### config.mk
export PLATFORM = sky130hd
export DESIGN_NAME = cfg_port_xlat
export DESIGN_NICKNAME = d
export VERILOG_FILES = /design/src/rtl/cfg_port_pkg.sv /design/src/rtl/cfg_port_lanes.sv /design/src/rtl/cfg_port_regs.sv /design/src/rtl/cfg_port_decode.sv /design/src/rtl/cfg_port_seq.sv /design/src/rtl/cfg_port_xlat.sv
export SDC_FILE = /design/constraint.sdc
export NUM_CORES = 1
export LEC_CHECK = 0
export CAP_MARGIN = 15
export CORE_MARGIN = 2
export CORE_UTILIZATION = 45
export CTS_CLUSTER_DIAMETER = 100
export DETAILED_ROUTE_END_ITERATION = 7
export GPL_TIMING_DRIVEN = 0
export PLACE_DENSITY = 0.73
export SYNTH_ARGS = -nofsm -noshare
export SYNTH_HDL_FRONTEND = slang
export SYNTH_SLANG_ARGS = --single-unit
### constraint.sdc
create_clock -name clk_i -period 5.77 [get_ports clk_i]
set_input_delay 1.4425 -clock clk_i [delete_from_list [all_inputs] [get_ports clk_i]]
set_output_delay 1.4425 -clock clk_i [all_outputs]
set_load 0.01 [all_outputs]
### src/rtl/cfg_port_pkg.sv
package cfg_port_pkg;
  localparam int DW  = 32;
  localparam int BEW = DW / 8;

  typedef enum logic [1:0] {SZ_BYTE = 2'd0, SZ_HALF = 2'd1, SZ_WORD = 2'd2} io_sz_e;

  typedef struct packed {
    logic           wr;
    logic [7:0]     bus;
    logic [4:0]     dev;
    logic [2:0]     fn;
    logic [5:0]     rg;
    logic [BEW-1:0] be;
    logic           type1;
    logic [DW-1:0]  wdata;
  } cfg_cmd_t;

  function automatic logic [DW-1:0] rd_align(input logic [DW-1:0] d,
                                             input logic [1:0] off,
                                             input logic [1:0] sz);
    logic [DW-1:0] s;
    s = d >> {off, 3'b000};
    case (sz)
      SZ_BYTE: rd_align = {24'b0, s[7:0]};
      SZ_HALF: rd_align = {16'b0, s[15:0]};
      default: rd_align = s;
    endcase
  endfunction
endpackage

### src/rtl/cfg_port_lanes.sv
module cfg_port_lanes
  import cfg_port_pkg::*;
(
  input  logic [1:0]     off_i,
  input  logic [1:0]     sz_i,
  input  logic [DW-1:0]  wdata_i,
  output logic [BEW-1:0] be_o,
  output logic [DW-1:0]  wdata_o,
  output logic           ok_o
);
  logic [2:0] nb;
  logic [2:0] lo;

  always_comb begin
    case (sz_i)
      SZ_BYTE: nb = 3'd1;
      SZ_HALF: nb = 3'd2;
      SZ_WORD: nb = 3'd4;
      default: nb = 3'd0;
    endcase
    ok_o = (sz_i == SZ_BYTE) ||
           (sz_i == SZ_HALF && !off_i[0]) ||
           (sz_i == SZ_WORD && off_i == 2'd0);
    lo = {1'b0, off_i};
    wdata_o = wdata_i << {off_i, 3'b000};
  end

  genvar j;
  generate
    for (j = 0; j < BEW; j++) begin : g_lane
      assign be_o[j] = ok_o && (3'(j) >= lo) && (3'(j) < lo + nb);
    end
  endgenerate
endmodule

### src/rtl/cfg_port_regs.sv
module cfg_port_regs
  import cfg_port_pkg::*;
(
  input  logic          clk_i,
  input  logic          rst_ni,
  input  logic          wr_latch_i,
  input  logic          wr_en_i,
  input  logic          wr_fwd_i,
  input  logic [DW-1:0] wdata_i,
  output logic [DW-1:0] latch_o,
  output logic [7:0]    en_o,
  output logic [7:0]    fwd_o
);
  always_ff @(posedge clk_i or negedge rst_ni) begin
    if (!rst_ni) begin
      latch_o <= '0;
      en_o    <= '0;
      fwd_o   <= '0;
    end else begin
      if (wr_latch_i) latch_o <= wdata_i;
      if (wr_en_i)    en_o    <= wdata_i[7:0];
      if (wr_fwd_i)   fwd_o   <= wdata_i[7:0];
    end
  end
endmodule

### src/rtl/cfg_port_decode.sv
module cfg_port_decode
  import cfg_port_pkg::*;
(
  input  logic          m1_i,
  input  logic          m2_i,
  input  logic          wr_i,
  input  logic [15:0]   addr_i,
  input  logic [1:0]    sz_i,
  input  logic [DW-1:0] wdata_i,
  input  logic [DW-1:0] latch_i,
  input  logic [7:0]    en_i,
  input  logic [7:0]    fwd_i,
  output logic          hit_latch_o,
  output logic          hit_en_o,
  output logic          hit_fwd_o,
  output logic          hit_cfg_o,
  output logic [DW-1:0] reg_rdata_o,
  output cfg_cmd_t      cmd_o
);
  localparam logic [15:0] PORT_SEL  = 16'h0CF8;
  localparam logic [15:0] PORT_BUS  = 16'h0CFA;
  localparam logic [13:0] WIN_DWORD = 14'h033F; // 0xCFC >> 2
  localparam logic [3:0]  PAGE_HI   = 4'hC;

  logic [BEW-1:0] be;
  logic [DW-1:0]  wsh;
  logic           ok, reg_hit, win1, win2;

  cfg_port_lanes u_lanes (
    .off_i   (addr_i[1:0]),
    .sz_i    (sz_i),
    .wdata_i (wdata_i),
    .be_o    (be),
    .wdata_o (wsh),
    .ok_o    (ok)
  );

  always_comb begin
    hit_latch_o = m1_i && addr_i == PORT_SEL && sz_i == SZ_WORD;
    hit_en_o    = m2_i && addr_i == PORT_SEL && sz_i == SZ_BYTE;
    hit_fwd_o   = m2_i && addr_i == PORT_BUS && sz_i == SZ_BYTE;
    reg_hit     = hit_latch_o || hit_en_o || hit_fwd_o;
    win1        = m1_i && latch_i[31] && addr_i[15:2] == WIN_DWORD && ok && !reg_hit;
    win2        = m2_i && en_i[7] && addr_i[15:12] == PAGE_HI && ok && !reg_hit && !win1;
    hit_cfg_o   = win1 || win2;

    if (hit_latch_o)   reg_rdata_o = latch_i;
    else if (hit_en_o) reg_rdata_o = {24'b0, en_i};
    else               reg_rdata_o = {24'b0, fwd_i};

    cmd_o.wr    = wr_i;
    cmd_o.be    = be;
    cmd_o.wdata = wsh;
    if (win1) begin
      cmd_o.bus   = latch_i[23:16];
      cmd_o.dev   = latch_i[15:11];
      cmd_o.fn    = latch_i[10:8];
      cmd_o.rg    = latch_i[7:2];
      cmd_o.type1 = latch_i[0];
    end else begin
      cmd_o.bus   = fwd_i;
      cmd_o.dev   = {1'b0, addr_i[11:8]};
      cmd_o.fn    = en_i[3:1];
      cmd_o.rg    = addr_i[7:2];
      cmd_o.type1 = fwd_i != 8'd0;
    end
  end
endmodule

### src/rtl/cfg_port_seq.sv
module cfg_port_seq
  import cfg_port_pkg::*;
#(
  parameter int TIMEOUT_CYC = 64
) (
  input  logic          clk_i,
  input  logic          rst_ni,
  input  logic          fire_i,
  input  logic          hit_reg_i,
  input  logic          hit_cfg_i,
  input  logic          wr_i,
  input  logic [DW-1:0] reg_rdata_i,
  input  cfg_cmd_t      cmd_i,
  input  logic [1:0]    off_i,
  input  logic [1:0]    sz_i,
  input  logic          ack_i,
  input  logic          err_i,
  input  logic [DW-1:0] rsp_i,
  output logic          idle_o,
  output logic          done_o,
  output logic          pass_o,
  output logic [DW-1:0] rdata_o,
  output logic          req_o,
  output cfg_cmd_t      cmd_o
);
  localparam int TMR_W = $clog2(TIMEOUT_CYC + 1);

  typedef enum logic {S_IDLE, S_WAIT} st_e;
  st_e             st_q;
  logic [TMR_W-1:0] tmr_q;
  logic [1:0]       off_q, sz_q;
  logic             expire;

  assign idle_o = st_q == S_IDLE;
  assign expire = tmr_q == TMR_W'(TIMEOUT_CYC - 1);

  always_ff @(posedge clk_i or negedge rst_ni) begin
    if (!rst_ni) begin
      st_q    <= S_IDLE;
      tmr_q   <= '0;
      off_q   <= '0;
      sz_q    <= '0;
      done_o  <= 1'b0;
      pass_o  <= 1'b0;
      rdata_o <= '0;
      req_o   <= 1'b0;
      cmd_o   <= '0;
    end else begin
      done_o <= 1'b0;
      pass_o <= 1'b0;
      case (st_q)
        S_IDLE: if (fire_i) begin
          if (hit_cfg_i) begin
            req_o <= 1'b1;
            cmd_o <= cmd_i;
            off_q <= off_i;
            sz_q  <= sz_i;
            tmr_q <= '0;
            st_q  <= S_WAIT;
          end else begin
            done_o  <= 1'b1;
            pass_o  <= !hit_reg_i;
            rdata_o <= (hit_reg_i && !wr_i) ? reg_rdata_i : '0;
          end
        end
        S_WAIT: if (ack_i || expire) begin
          req_o   <= 1'b0;
          done_o  <= 1'b1;
          st_q    <= S_IDLE;
          if (cmd_o.wr)              rdata_o <= '0;
          else if (ack_i && !err_i)  rdata_o <= rd_align(rsp_i, off_q, sz_q);
          else                       rdata_o <= rd_align('1, off_q, sz_q);
        end else begin
          tmr_q <= tmr_q + 1'b1;
        end
        default: st_q <= S_IDLE;
      endcase
    end
  end
endmodule

### src/rtl/cfg_port_xlat.sv
module cfg_port_xlat
  import cfg_port_pkg::*;
#(
  parameter int TIMEOUT_CYC = 64
) (
  input  logic        clk_i,
  input  logic        rst_ni,
  input  logic        mode1_en_i,
  input  logic        mode2_en_i,
  input  logic        io_req_i,
  input  logic        io_wr_i,
  input  logic [15:0] io_addr_i,
  input  logic [1:0]  io_size_i,
  input  logic [31:0] io_wdata_i,
  output logic        io_done_o,
  output logic        io_pass_o,
  output logic [31:0] io_rdata_o,
  output logic        cfg_req_o,
  output logic        cfg_wr_o,
  output logic [7:0]  cfg_bus_o,
  output logic [4:0]  cfg_dev_o,
  output logic [2:0]  cfg_fn_o,
  output logic [5:0]  cfg_reg_o,
  output logic [3:0]  cfg_be_o,
  output logic        cfg_type1_o,
  output logic [31:0] cfg_wdata_o,
  input  logic        cfg_ack_i,
  input  logic        cfg_err_i,
  input  logic [31:0] cfg_rdata_i
);
  logic [DW-1:0] latch, reg_rdata;
  logic [7:0]    en, fwd;
  logic          hit_latch, hit_en, hit_fwd, hit_cfg, idle, fire;
  cfg_cmd_t      dec_cmd, cmd_q;

  assign fire = io_req_i && idle;

  cfg_port_regs u_regs (
    .clk_i      (clk_i),
    .rst_ni     (rst_ni),
    .wr_latch_i (fire && io_wr_i && hit_latch),
    .wr_en_i    (fire && io_wr_i && hit_en),
    .wr_fwd_i   (fire && io_wr_i && hit_fwd),
    .wdata_i    (io_wdata_i),
    .latch_o    (latch),
    .en_o       (en),
    .fwd_o      (fwd)
  );

  cfg_port_decode u_dec (
    .m1_i        (mode1_en_i),
    .m2_i        (mode2_en_i),
    .wr_i        (io_wr_i),
    .addr_i      (io_addr_i),
    .sz_i        (io_size_i),
    .wdata_i     (io_wdata_i),
    .latch_i     (latch),
    .en_i        (en),
    .fwd_i       (fwd),
    .hit_latch_o (hit_latch),
    .hit_en_o    (hit_en),
    .hit_fwd_o   (hit_fwd),
    .hit_cfg_o   (hit_cfg),
    .reg_rdata_o (reg_rdata),
    .cmd_o       (dec_cmd)
  );

  cfg_port_seq #(.TIMEOUT_CYC(TIMEOUT_CYC)) u_seq (
    .clk_i       (clk_i),
    .rst_ni      (rst_ni),
    .fire_i      (fire),
    .hit_reg_i   (hit_latch || hit_en || hit_fwd),
    .hit_cfg_i   (hit_cfg),
    .wr_i        (io_wr_i),
    .reg_rdata_i (reg_rdata),
    .cmd_i       (dec_cmd),
    .off_i       (io_addr_i[1:0]),
    .sz_i        (io_size_i),
    .ack_i       (cfg_ack_i),
    .err_i       (cfg_err_i),
    .rsp_i       (cfg_rdata_i),
    .idle_o      (idle),
    .done_o      (io_done_o),
    .pass_o      (io_pass_o),
    .rdata_o     (io_rdata_o),
    .req_o       (cfg_req_o),
    .cmd_o       (cmd_q)
  );

  assign cfg_wr_o    = cmd_q.wr;
  assign cfg_bus_o   = cmd_q.bus;
  assign cfg_dev_o   = cmd_q.dev;
  assign cfg_fn_o    = cmd_q.fn;
  assign cfg_reg_o   = cmd_q.rg;
  assign cfg_be_o    = cmd_q.be;
  assign cfg_type1_o = cmd_q.type1;
  assign cfg_wdata_o = cmd_q.wdata;
endmodule

==> flow_summary.yaml, run 1 <==
placed_design:
  dpl.hpwl_mm: 18.88
  placed_cells: 1137
  dpl_worst_slack_ns: 1.716
  gp_congestion: 0.9255
  io_buffers: 183
  placed_area_mm2: 0.01004
worst_hold_path:
  whs_path_depth: 2
  hold-path-endpoint: "u_seq.req_o$_DFFE_PN0P_"
  hp-class: "flop to flop"
  min-delay-start: "u_seq.req_o$_DFFE_PN0P_"
critical_path:
  rr_startpoint: "u_seq.tmr_q[0]$_DFFE_PN0P_"
  r2r_setup_slack_ns: 3.01
  worstSetupPathType: "input port to flop"
  path_cells: "clkdlybuf4s50_1, buf_2, o21a_1, o22a_1, nor2_1, a21oi_2, buf_2, mux2_2"
  cp_slowest_stage_delay_ns: 0.50
  cp.arrival_ns: 3.91
  cpMostUsedCell: "buf_2"
  end_kind: "flop"
  critPathLaunchType: "input port"
  worst_ep_required_time_ns: 6.09
  crit_buf_inv: 3
  rr_endpoint: "u_seq.rdata_o[12]$_DFFE_PN0P_"
  r2r_cells: 7
  crit_slowest_cell: "clkdlybuf4s50_1"
  crit_family: "buffers and inverters"
  cp_max_fo: 10
floorplan:
  initial_core_util_pct: 45.83
  rows: 48
  core_mm2: 0.01724
  io_pins: 185
  chipWidth_um: 136.5
  die_height_um: 136.5
  die-area_mm2: 0.01863
sta:
  worst_pin_slew_ns: 0.7050
  layout_setup_ws_ns: 2.174
  max_freq_mhz: 278.1
  rsz0062_at_grt: "no"
  relSlewSlack_pct: 52.80
  finalHoldViolCount: 0
  timing.final.crit_share_pct: 62.32
  fin_skew_ns: 0.007203
  holdWs_ns: 0.4718
  setup_viol: 0
  min_period_ns: 3.596
  slew_viol_final: 0
detailed_routing:
  vias: 6734
  drt_pass1_iterations: 5
  wirelength_mm: 25.21
  avgRoutedWirePerCell_um: 21.59
  drt.antenna.violating_nets: 0
  drc: 0
  first_iter_violations: 629
  routed_via_density: 5.765
power:
  switchingPower_mw: 0.5622
  swShare_pct: 22.43
  p_leak_nw: 4.587
  combinationalPowerShare_pct: 8.1
  p_per_area_mw_per_mm2: 234.8
  internal-power_mw: 1.944
  peakVddDrop_uv: 252.9
  power_mw: 2.506
  seq_power_share_pct: 43.4
  clkPwrFrac_pct: 48.5
synthesis:
  syn_area_mm2: 0.007899
  syn_avg_cell_area_um2: 10.85
  yosys_most_used_dff: "dfrtp_1"
  synth_area_leader_cell: "dfrtp_1"
  synth.most_common_cell: "dfrtp_1"
  yosysTopAreaCellShare_pct: 49.11
  synth.yosys.seq_area_share_pct: 49.11
  synth_cell_types: 51
  syn_inst: 728
  synth-async-reset-ratio_pct: 100.0
  ys_seq_elements: 155
  synth-edff-count: 0
  synth_nets: 821
  synth_area_leaders: "dfrtp_1 49%, mux2_2 12%, mux2i_1 5.6%"
  yosys-top-cells-count: "155 x dfrtp_1, 84 x mux2_2, 84 x nand2_1"
  ys_warn_count: 0
clock_network:
  post-cts-setup-buffers: 0
  clk_latency_ns: 0.44
  hold_buffers: 0
  max-clock-path-buffers: 2
  cts.htree.levels: 4
  numCtsBuffers: 17
  clkTransAtPathRegs_ns: 0.06
  root_buffer: "clkbuf_16"
  clock-sinks: 155
  cts_tree: "done"
  post_cts_resized: 0
global_route:
  grt_pass1_wl_mm: 38.36
  antenna_found_initial: 0
  grt_pass1_vias: 6685
  grt_overflow_total: 0
  grt_use_total_pct: 27.89
  grt_max_degree: 90
layout:
  nets: 1024
  n_antenna_cell: 0
  finalNonFillerCells: 1168
  final_cell_area_mm2: 0.01067
  drive_above_1_share_pct: 16.54
  area_growth_syn_to_layout_pct: 35.09
run:
  max_cap_violations: 0
status:
  status: "finished, final reports clean"
## power groups by stage
stage | registers (mW) | clock network, mW | logic, mW
floorplan | 1.11 | 0 | 0.0686
global placement | 1.11 | 0 | 0.197
detailed placement | 1.11 | 0 | 0.199
CTS | 1.09 | 1.22 | 0.201
global route | 1.09 | 1.27 | 0.216
finish | 1.09 | 1.22 | 0.202
## layout by cell type (no fill, tap or decap), types with 9 or more instances in the layout
cell and instances:
nand2_1 84, a21oi_1 40, o21ai_0 80, nor3_1 20, buf_2 12, a211oi_1 16, inv_1 12, clkdlybuf4s50_1 182
nor2_1 17, o2bb2ai_1 25, nor2b_1 20, mux2_2 84, mux2i_1 44, clkbuf_16 17, dfrtp_1 155, o31ai_1 9
clkbuf_1 27
## worst min-delay path: cells and delay by family (launching register included)
kind | cells | cell delay [ns]
flops | 1 | 0.34
simple gates | 2 | 0.10
## sequential cells by signal, summed over array words and instances (netlist names)
| signal | flops |
|---|---|
| u_seq.cmd_o | 60 |
| u_regs.latch_o | 32 |
| u_seq.rdata_o | 32 |
| u_regs.en_o | 8 |
| u_regs.fwd_o | 8 |
| u_seq.tmr_q | 7 |
| u_seq.off_q | 2 |
| u_seq.sz_q | 2 |
| u_seq.done_o | 1 |
| u_seq.pass_o | 1 |
| u_seq.req_o | 1 |
| u_seq.st_q | 1 |
## how the worst max path moves through the flow
stage               slack (ns)  depth (start not counted)                             to         start
finish                    2.17                          8  u_seq.rdata_o[12]$_DFFE_PN0P_  io_addr_i[1]
global route              2.06                          6   u_seq.rdata_o[3]$_DFFE_PN0P_  io_size_i[0]
CTS                       2.16                          8  u_seq.rdata_o[12]$_DFFE_PN0P_  io_addr_i[1]
detailed placement        1.72                          8  u_seq.rdata_o[12]$_DFFE_PN0P_  io_addr_i[1]
global placement         -3.11                          1  u_seq.rdata_o[14]$_DFFE_PN0P_        rst_ni
floorplan                 2.62                          6     u_regs.en_o[0]$_DFFE_PN0P_  io_size_i[1]
## metrics by stage
step           TNS, ns  utilization [%]
2_1_floorplan        0                -
3_3_place_gp   -479.29            58.09
3_5_place_dp         0            58.25
4_1_cts              0            61.90
5_1_grt              0            61.90
6_report             0            61.90
## area by class of cell
type | count | area (um^2)
timing repair buffer | 184 | 1861
clock inverter | 12 | 196.4
multi-input combinational | 509 | 3724
clock buffer | 19 | 432.9
tap | 225 | 281.5
sequential | 155 | 3879
fill | 1402 | 6566
buffer | 52 | 251.5
inverter | 12 | 45.04
## metal layers
layer  vias to the layer above  GRT usage [%]  wire length [um]
met4                         0          11.17               740
li1                       3067              -                 -
met5                         -              0                 0
met3                        57          6.189              2138
met2                       349          43.03             11500
met1                      3261          38.24             10840
## cell families (layout without fill, tap and decap cells)
group / count (synthesis) / after routing / share of synthesized area, %
compound gates: 192 / 192 / 15.19
xor+xnor: 2 / 2 / 0.2218
fa+ha+maj: 3 / 3 / 0.5702
buf+inv: 64 / 279 / 3.754
flops: 155 / 155 / 49.11
mux: 136 / 136 / 19.83
simple gates: 176 / 176 / 11.33
Power figures use the tool's default switching activity.
==> inputs of run 2 (changes only) <==
--- a/config.mk
+++ b/config.mk
@@ -11,7 +11,7 @@
 export CTS_CLUSTER_DIAMETER = 100
 export DETAILED_ROUTE_END_ITERATION = 7
 export GPL_TIMING_DRIVEN = 0
-export PLACE_DENSITY = 0.73
+export PLACE_DENSITY = 0.76
 export SYNTH_ARGS = -nofsm -noshare
 export SYNTH_HDL_FRONTEND = slang
 export SYNTH_SLANG_ARGS = --single-unit
==> constraint.sdc (replaced) <==
create_clock -name clk_i -period 3.2 [get_ports clk_i]
set_input_delay 0.8 -clock clk_i [delete_from_list [all_inputs] [get_ports clk_i]]
set_output_delay 0.8 -clock clk_i [all_outputs]
set_load 0.01 [all_outputs]
==> flow_summary.yaml, run 2 (synthesis results as in run 1) <==
sta:
  fin_skew_ns: 0.01020
  holdWs_ns: 0.3207
  relSlewSlack_pct: 50.02
  setup_viol: 0
  timing.final.crit_share_pct: 94.42
  min_period_ns: 3.021
  layout_setup_ws_ns: 0.1787
  slew_viol_final: 0
  worst_pin_slew_ns: 0.7465
  fin_setup_tns_ns: 0
  max_freq_mhz: 331.0
  finalHoldViolCount: 0
  rsz0062_at_grt: "no"
power:
  peakVddDrop_uv: 420.3
  power_mw: 4.363
  p_per_area_mw_per_mm2: 410.6
  p_leak_nw: 4.558
placed_design:
  dpl_worst_slack_ns: -0.1990
  placed_area_mm2: 0.01004
  io_buffers: 183
  dpl.hpwl_mm: 18.98
  gp_congestion: 0.9469
layout:
  largest_register_ffs: 60
  nets: 1024
  top_register: "u_seq.cmd_o"
  area_growth_syn_to_layout_pct: 34.52
  final_common_cell: "clkdlybuf4s50_1"
  drive_above_1_share_pct: 16.63
  final_cell_area_mm2: 0.01063
  final_cell_mix: "182 x clkdlybuf4s50_1, 155 x dfrtp_1, 84 x nand2_1, 84 x mux2_2, 80 x o21ai_0"
  n_antenna_cell: 0
  top_regs: "u_seq.cmd_o x60, u_regs.latch_o x32, u_seq.rdata_o x32"
critical_path:
  end_kind: "flop"
  cp.arrival_ns: 3.38
  worstSetupPathType: "input port to flop"
  worst_ep_required_time_ns: 3.56
  critPathLaunchType: "input port"
  cp_max_fo: 9
  r2r_cells: 7
clock_network:
  cts_tree: "done"
  clkTransAtPathRegs_ns: 0.06
  clk_latency_ns: 0.43
  cts.htree.levels: 4
  numCtsBuffers: 17
  post_cts_resized: 0
  root_buffer: "clkbuf_16"
  clock-sinks: 155
  hold_buffers: 0
  post-cts-setup-buffers: 0
  max-clock-path-buffers: 2
detailed_routing:
  first_iter_violations: 655
  drt.antenna.violating_nets: 0
  routed_via_density: 5.858
  avgRoutedWirePerCell_um: 21.47
  drt_pass1_iterations: 5
  wirelength_mm: 25.10
  vias: 6848
  drc: 0
global_route:
  grt_max_degree: 101
  grt_overflow_total: 0
  grt_pass1_vias: 6792
  antenna_found_initial: 0
  grt_use_total_pct: 27.89
  grt_pass1_wl_mm: 38.53
run:
  max_cap_violations: 0
status:
  status: "finished, final reports clean"
worst_hold_path:
  hp-class: "input port to async pin"
floorplan:
  rows: 48
  core_mm2: 0.01724
  die_height_um: 136.5
  chipWidth_um: 136.5
  initial_core_util_pct: 45.83
  die-area_mm2: 0.01863
  io_pins: 185
==> run 2: changes by cell type in the layout (fill, tap and decap cells not counted), sizes merged <==
cell,change
inv,-1
clkinvlp,+3
clkinv,+1
bufinv,-2
==> run 2: worst paths after layout <==
check                                           start                            end  slack (ns)
max                                      io_size_i[0]   u_seq.rdata_o[3]$_DFFE_PN0P_        0.18
min                                            rst_ni     u_seq.cmd_o[3]$_DFFE_PN0P_        0.32
max reg2reg                u_seq.tmr_q[0]$_DFFE_PN0P_   u_seq.rdata_o[4]$_DFFE_PN0P_        0.46
min reg2reg                   u_seq.req_o$_DFFE_PN0P_        u_seq.req_o$_DFFE_PN0P_        0.48
max in group asynchronous                      rst_ni  u_seq.rdata_o[22]$_DFFE_PN0P_        2.01
min in group clk_i            u_seq.req_o$_DFFE_PN0P_        u_seq.req_o$_DFFE_PN0P_        0.48
==> run 2: where the power goes <==
group          total (mW)  switching [mW]  internal (mW)
Sequential           1.96        0.000472           1.96
Combinational       0.365           0.199          0.166
Clock                2.04           0.819           1.22
Total                4.36            1.02           3.34
==> run 2: critical path, stage by stage <==
cell             delay [ns]
clkdlybuf4s50_1        0.61
or4b_4                 0.63
nor2_1                 0.19
o211ai_1               0.32
o41ai_1                0.60
mux2_2                 0.24
==> run 2: final cells by class <==
| type | instances | area, um^2 |
|---|---|---|
| tap | 225 | 281.5 |
| buffer | 52 | 251.5 |
| timing repair buffer | 184 | 1861 |
| clock inverter | 13 | 151.4 |
| sequential | 155 | 3879 |
| multi-input combinational | 509 | 3724 |
| fill | 1455 | 6611 |
| clock buffer | 19 | 432.9 |
| inverter | 12 | 45.04 |
==> run 2: metal layers <==
metal  vias to the layer above  GRT usage [%]  part of all wire, %
met2                       357          42.92                   46
met3                        61          6.003                  9.3
met1                      3361          37.95                   41
met5                         -              0                    0
met4                         0          12.33                  3.4
li1                       3069              -                    -
==> run 2: through the flow <==
step | std cells | util, %
finish | 1169 | 61.64
global route | 1169 | 61.64
CTS | 1169 | 61.64
detailed placement | 1137 | 58.25
global placement | 1136 | 58.09
floorplan | 728 | -
==> inputs of run 3 (changes only) <==
--- a/config.mk
+++ b/config.mk
@@ -12,6 +12,7 @@
 export DETAILED_ROUTE_END_ITERATION = 7
 export GPL_TIMING_DRIVEN = 0
 export PLACE_DENSITY = 0.76
+export SKIP_CTS_REPAIR_TIMING = 1
 export SYNTH_ARGS = -nofsm -noshare
 export SYNTH_HDL_FRONTEND = slang
 export SYNTH_SLANG_ARGS = --single-unit
==> results of run 3 <==
The final DEF is identical to that of run 2; final timing and power are the same.
